### src/rtl/cfgrom_pkg.sv
package cfgrom_pkg;

  // Strobes from the control half to the address datapath
  typedef struct packed {
    logic clear;      // asynchronous hold of the word offset
    logic step;       // advance the offset on this edge
    logic sampleRev;  // capture the revision select on this edge
  } seqStrobe_t;

  typedef enum logic {
    PH_STREAM  = 1'b0,
    PH_HANDOFF = 1'b1
  } phase_t;

endpackage

### src/rtl/cfgrom_ctl.sv
module cfgrom_ctl
  import cfgrom_pkg::*;
#(
  parameter bit PARALLEL = 1'b1
) (
  input  logic       clk,
  input  logic       ce_n,
  input  logic       oe_rst_n,
  input  logic       busy,
  input  logic       atEnd,
  output seqStrobe_t strb,
  output logic       data_oe,
  output logic       clk_oe,
  output logic       cascade_n
);

  logic   holdRst;
  logic   stall;
  logic   finish;
  phase_t phase;

  assign holdRst = ce_n | ~oe_rst_n;
  assign stall   = PARALLEL & busy;
  assign finish  = ~holdRst & ~stall & atEnd & (phase == PH_STREAM);

  always_ff @(posedge clk or posedge holdRst) begin
    if (holdRst)     phase <= PH_STREAM;
    else if (finish) phase <= PH_HANDOFF;
  end

  always_comb begin
    strb.clear     = holdRst;
    strb.sampleRev = holdRst;
    strb.step      = ~holdRst & ~stall & ~atEnd;
  end

  assign clk_oe    = ~holdRst;
  assign data_oe   = ~holdRst & (phase == PH_STREAM);
  assign cascade_n = ~(~holdRst & (phase == PH_HANDOFF));

endmodule

### src/rtl/cfgrom_dp.sv
module cfgrom_dp
  import cfgrom_pkg::*;
#(
  parameter int DEPTH   = 64,
  parameter bit BANKING = 1'b1
) (
  input  logic                     clk,
  input  seqStrobe_t               strb,
  input  logic [1:0]               rev_sel,
  output logic [$clog2(DEPTH)-1:0] curAddr,
  output logic                     atEnd
);

  localparam int ADDR_W     = $clog2(DEPTH);
  localparam int BANK_WORDS = DEPTH / 4;
  localparam int BOFF_W     = $clog2(BANK_WORDS);

  logic              clrAsync;
  logic [ADDR_W-1:0] offset;
  logic [ADDR_W-1:0] base;
  logic [ADDR_W-1:0] lastOff;
  logic [1:0]        bankReg;
  logic [1:0]        bankEff;

  assign clrAsync = strb.clear;

  // Revision select is captured only while held
  always_ff @(posedge clk) begin
    if (strb.sampleRev) bankReg <= rev_sel;
  end
  assign bankEff = strb.sampleRev ? rev_sel : bankReg;

  generate
    if (BANKING) begin : g_bank
      assign base    = {bankEff, BOFF_W'(0)};
      assign lastOff = ADDR_W'(BANK_WORDS - 1);
    end else begin : g_flat
      assign base    = '0;
      assign lastOff = ADDR_W'(DEPTH - 1);
    end
  endgenerate

  always_ff @(posedge clk or posedge clrAsync) begin
    if (clrAsync)       offset <= '0;
    else if (strb.step) offset <= offset + 1'b1;
  end

  assign curAddr = base + offset;
  assign atEnd   = (offset == lastOff);

endmodule

### src/rtl/cfgrom_rom.sv
module cfgrom_rom #(
  parameter int                      DEPTH    = 64,
  parameter int                      DATA_W   = 8,
  parameter logic [DEPTH*DATA_W-1:0] ROM_INIT = '0
) (
  input  logic [$clog2(DEPTH)-1:0] curAddr,
  output logic [DATA_W-1:0]        data_o
);

  logic [DATA_W-1:0] romArr [DEPTH];

  generate
    for (genvar i = 0; i < DEPTH; i++) begin : g_word
      assign romArr[i] = ROM_INIT[i*DATA_W +: DATA_W];
    end
  endgenerate

  assign data_o = romArr[curAddr];

endmodule

### src/rtl/cfgrom_seq.sv
module cfgrom_seq
  import cfgrom_pkg::*;
#(
  parameter int                      DEPTH    = 64,
  parameter int                      DATA_W   = 8,
  parameter bit                      BANKING  = 1'b1,
  parameter logic [DEPTH*DATA_W-1:0] ROM_INIT = '0
) (
  input  logic              clk,
  input  logic              ce_n,
  input  logic              oe_rst_n,
  input  logic              busy,
  input  logic [1:0]        rev_sel,
  output logic [DATA_W-1:0] data_o,
  output logic              data_oe,
  output logic              clk_oe,
  output logic              cascade_n
);

  localparam int ADDR_W   = $clog2(DEPTH);
  localparam bit PARALLEL = (DATA_W > 1);

  seqStrobe_t        strb;
  logic              atEnd;
  logic [ADDR_W-1:0] curAddr;

  cfgrom_ctl #(.PARALLEL(PARALLEL)) ctl_i (
    .clk(clk), .ce_n(ce_n), .oe_rst_n(oe_rst_n), .busy(busy),
    .atEnd(atEnd), .strb(strb), .data_oe(data_oe), .clk_oe(clk_oe),
    .cascade_n(cascade_n)
  );

  cfgrom_dp #(.DEPTH(DEPTH), .BANKING(BANKING)) dp_i (
    .clk(clk), .strb(strb), .rev_sel(rev_sel),
    .curAddr(curAddr), .atEnd(atEnd)
  );

  cfgrom_rom #(.DEPTH(DEPTH), .DATA_W(DATA_W), .ROM_INIT(ROM_INIT)) rom_i (
    .curAddr(curAddr), .data_o(data_o)
  );

endmodule

### config.mk
export PLATFORM = sky130hd
export DESIGN_NAME = cfgrom_seq
export DESIGN_NICKNAME = d
export VERILOG_FILES = /design/src/rtl/cfgrom_pkg.sv /design/src/rtl/cfgrom_ctl.sv /design/src/rtl/cfgrom_dp.sv /design/src/rtl/cfgrom_rom.sv /design/src/rtl/cfgrom_seq.sv
export SDC_FILE = /design/constraint.sdc
export NUM_CORES = 1
export LEC_CHECK = 0
export ABC_CLOCK_PERIOD_IN_PS = 3200
export BUFFER_PORTS_ARGS = -buffer_cell sky130_fd_sc_hd__buf_2
export CAP_MARGIN = 10
export CORE_AREA = 2 2 39 41
export CTS_CLUSTER_DIAMETER = 40
export CTS_CLUSTER_SIZE = 10
export DETAILED_ROUTE_END_ITERATION = 8
export DIE_AREA = 0 0 41 43
export PLACE_DENSITY = 0.54
export SLEW_MARGIN = 20
export SYNTH_ARGS = -nofsm -noshare
export SYNTH_HDL_FRONTEND = slang
export SYNTH_SLANG_ARGS = --single-unit
export TNS_END_PERCENT = 100
### constraint.sdc
create_clock -name clk -period 3.2 [get_ports clk]
set_clock_uncertainty 0.05 [all_clocks]
set_input_delay 0.64 -clock clk [delete_from_list [all_inputs] [get_ports clk]]
set_output_delay 0.64 -clock clk [all_outputs]
set_load 0.005 [all_outputs]
* After elaboration in Yosys (flattened, before gate mapping) *
Memory sizes are Yosys's and may differ from the RTL's.
Index checks and enable logic that the tools add are counted.

word-level totals
  bits in writable memories = 0
  register bits after elaboration = 9
  memories = 1
  latch bits = 0
  memory bits (read-only) = 512
  logic and storage cells = 25
  input port bits = 6
  output and inout port bits = 11

memory list
  memory            words  bits a word  rd ports  clocked after Yosys merged registers in  wr ports  RTL line          source
  (name not given)  64     8            1         0                                        0         cfgrom_rom.sv:18  assign data_o = romArr[curAddr];

cells by class
  shifts and indexed selects = 0
  bitwise operators = 14
  eq/ne operators = 1
  magnitude comparators = 1
  multipliers = 0
  multiplexer cells = 3
  add/subtract/negate cells = 2
  div/mod/pow operators = 0
  reduce and logical (&&, ||, !) cells = 0

operator list
  kind                                                                    count
  8-bit 2-to-1 mux                                                        2
  7-bit greater-or-equal comparator (second input constant)               1
  6-bit inverter with 7-bit output                                        1
  6-bit by 1-bit adder with 6-bit output (second input constant)          1
  6-bit adder                                                             1
  1-bit AND                                                               6
  6-bit by 4-bit equality test with 1-bit output (second input constant)  1
  1-bit inverter                                                          6
  2-bit 2-to-1 mux                                                        1
  1-bit OR                                                                1

* Longest topological paths before layout *
  word-level depth = 8
  depth in mapped cells = 5
  mapped depth without buffers = 5

* By module *
Synthesis repeated with hierarchy kept, for this count alone.

second synthesis, totals
  cell total of the unflattened synthesis = 51
  area total of the unflattened synthesis = 531.8 µm²

by module, submodules not included
  module      seq. area each (µm²)  area each (µm²)  times used  cells each
  cfgrom_dp   190.2                 380.4            1           32
  cfgrom_ctl  25.0                  87.6             1           10
  cfgrom_rom  0.0                   63.8             1           9

* Worst setup path after synthesis *
No wires, ideal clock.

  path kind = input to output
  from = input oe_rst_n
  to = output data_oe
  slack = 1125 ps
  required time = 2510 ps
  arrival time = 1385 ps
  cell stages on the path = 2
  cells stage by stage = nor2b_1 nor2b_1

on the way
  word-level cells in the longest chain between the ends = 4

RTL lines
  what             RTL line          source
  start, declared  cfgrom_seq.sv:11  input logic oe_rst_n,
  1-bit inverter   cfgrom_ctl.sv:22  assign holdRst = ce_n | ~oe_rst_n;
  1-bit OR         cfgrom_ctl.sv:22
  1-bit inverter   cfgrom_ctl.sv:38  assign data_oe = ~holdRst & (phase == PH_STREAM);
  1-bit AND        cfgrom_ctl.sv:38
  end, declared    cfgrom_seq.sv:15  output logic data_oe,

No other way between the ends.

* Worst setup path after layout *
  from = input ce_n
  to = output data_oe

on the way
  word-level cells in the longest chain between the ends = 3

RTL lines
  what             RTL line          source
  start, declared  cfgrom_seq.sv:10  input logic ce_n,
  1-bit OR         cfgrom_ctl.sv:22
  1-bit inverter   cfgrom_ctl.sv:38
  1-bit AND        cfgrom_ctl.sv:38

No other way between the ends.

==> metrics.txt <==
status finished, final reports clean; Synth Instances 38; CP Capture Type primary output; data arrival time of the worst path 1430 ps; Core Region 0.00138 mm^2; Root Buffer clkbuf_4; top cells by area, synth dfrtp_1 (40%), buf_4 (14%), nor3b_4 (4.3%); total routed wirelength 620 um; leakage 0.247 nW; Die Y 43 um; DRC violations left 0; placed instance count 60; synthesized cell area 433 um^2; cell accounting for the most synthesized area dfrtp_1; Final Non-Filler Cells 64; post-DR vias/cell 4.41; CP max stage cell nor2b_1; P&R area growth vs syn 11.8%; R2R depth 5; Filler Cells Inserted 149; Post-DRT Antenna Nets 0; standard-cell rows 14; Max Fclk 0.472 GHz; Hold Violations, Final 0; n_diodes 0; Final setup viols 0; P per Cell Area 632 mW/mm^2; dpl hpwl 493 um; largest net degree at the start of global routing 7; Yosys cell types 22; die width 41 um; total iterations of the first detailed-routing run 4; VDD IR max 256 uV; startpoint types input pin; global-route wire length before repair 979 um; worst-path maximum fanout 6; antenna violations before repair 0; setup slack at placement 1030 ps; Synth top area share 0.405; # port buffers 6; GRT Overall Usage 0.0864; Max Slew Vio Count 0; First DRT Iteration DRCs 3; clock tree sinks 7; Ports 17; Synth Register Bits 7; Yosys warnings 0; vias in the first global route 238; period utilization 0.662; max-cap violations 0; CP peak stage delay 370 ps; crit path time final 2120 ps; critical path buffer and inverter count 2; # H-tree levels 1; CP Depth 4; Top delay family on crit path simple AND/OR/NAND/NOR gates; fraction of layout cells with a size suffix above 1 0.375; CTS Buf Count 3; crit-path cells buf_2 > nor2b_1 > nor2b_1 > buf_2; Gates resized, CTS repair 0; WP data required 2510 ps; Final #Nets 56; kind of critical path in -> out; via count 282; average size of a mapped cell 11.4 um^2; Clock Pin Slew Worst Setup and Hold Paths 60 ps; Die ar. 0.00176 mm^2; final core utilization 0.350; Fin Setup TNS 0 ps; Initial Util 0.313; RSZ-0062 raised after global routing false; post-CTS setup buffers 0; gr ovfl total 0; Max clock buf depth 2; HP Class in -> async; Final WS setup 1080 ps; global placement routability congestion 0.722; Skew-Pair Late Insertion Delay 250 ps; hold_buf cts 0; wire length per cell 9.69 um; Seq/Total Area, Yosys 0.405; TritonCTS clock tree yes
-- cell families (layout without fill, tap and decap cells) --
family | count (synthesis) | count (layout) | synth area share
xor gates and xnor gates | 3 | 3 | 0.0607
and+or+nand+nor | 13 | 13 | 0.260
adders and majority gates | 1 | 1 | 0.0289
muxes | 1 | 1 | 0.0347
AOI/OAI and AO/OA | 4 | 4 | 0.0636
buffers and inverters | 8 | 11 | 0.139
other | 1 | 8 | 0.00866
DFF | 7 | 7 | 0.405
-- layout make-up --
type | instances | area (um^2) | area share
well taps | 16 | 20.0 | 0.0413
clock inverters | 1 | 5.00 | 0.0103
repair buffers | 7 | 37.5 | 0.0775
clock buffers | 3 | 22.5 | 0.0465
flip-flops and latches | 7 | 175 | 0.362
multi-input cells | 30 | 224 | 0.463
-- per-stage QoR --
stage,cell area [um^2],hold slack [ps],power (mW)
after floorplan,459,405,0.211
after global placement,457,423,0.224
after detailed placement,457,434,0.226
after CTS,484,382,0.310
after global routing,484,395,0.330
final,484,378,0.306
-- registers in the layout, summed over array words and instances, names as in the netlist --
name and flops:
ctl_i.phase 1, dp_i.offset 6
-- cell usage after synthesis (all sizes together) --
| cell type | n |
|---|---|
| nand3 | 1 |
| nor3b | 2 |
| conb | 1 |
| nor2 | 1 |
| nand4 | 2 |
| xor2 | 2 |
| xnor2 | 1 |
| a31oi | 1 |
| nor3 | 1 |
| and3 | 1 |
| a21o | 2 |
| nor2b | 3 |
| mux2 | 1 |
| nand2b | 1 |
| nand2 | 1 |
| dfrtp | 7 |
| ha | 1 |
| a21oi | 1 |
| buf | 8 |
-- per-layer routing --
metal / GRT usage / routed length (um) / share of wire
met5: 0 / 0 / 0
met4: 0.0800 / 8 / 0.013
met3: 0.0157 / 43 / 0.069
met2: 0.106 / 288 / 0.46
met1: 0.120 / 278 / 0.45
-- power by group --
group	switching [mW]	internal (mW)	leakage, nW
logic	0.0322	0.0406	0.138
clock network	0.0358	0.0458	0.0177
registers	0.0337	0.118	0.0911
total	0.102	0.204	0.247
-- worst paths after layout --
check	from	to	slack, ps
worst max-delay path	ce_n	data_oe	1080
worst min-delay path	oe_rst_n	dp_i.offset[0]$_DFFE_PP0P_	380
worst max register to register	dp_i.offset[0]$_DFFE_PP0P_	dp_i.offset[1]$_DFFE_PP0P_	1700
worst min register to register	ctl_i.phase$_DFFE_PP0P_	ctl_i.phase$_DFFE_PP0P_	440
max in group asynchronous	ce_n	dp_i.offset[5]$_DFFE_PP0P_	2260
min in group clk	ctl_i.phase$_DFFE_PP0P_	ctl_i.phase$_DFFE_PP0P_	440
-- cells in the final DEF, fill, tap and decap left out, types with 2 or more instances in the layout --
cell type / n
buf_2: 6
conb_1: 8
dfrtp_1: 7
clkbuf_4: 3
xor2_1: 2
nand4_1: 2
nor2b_1: 2
Power figures use the tool's default switching activity.
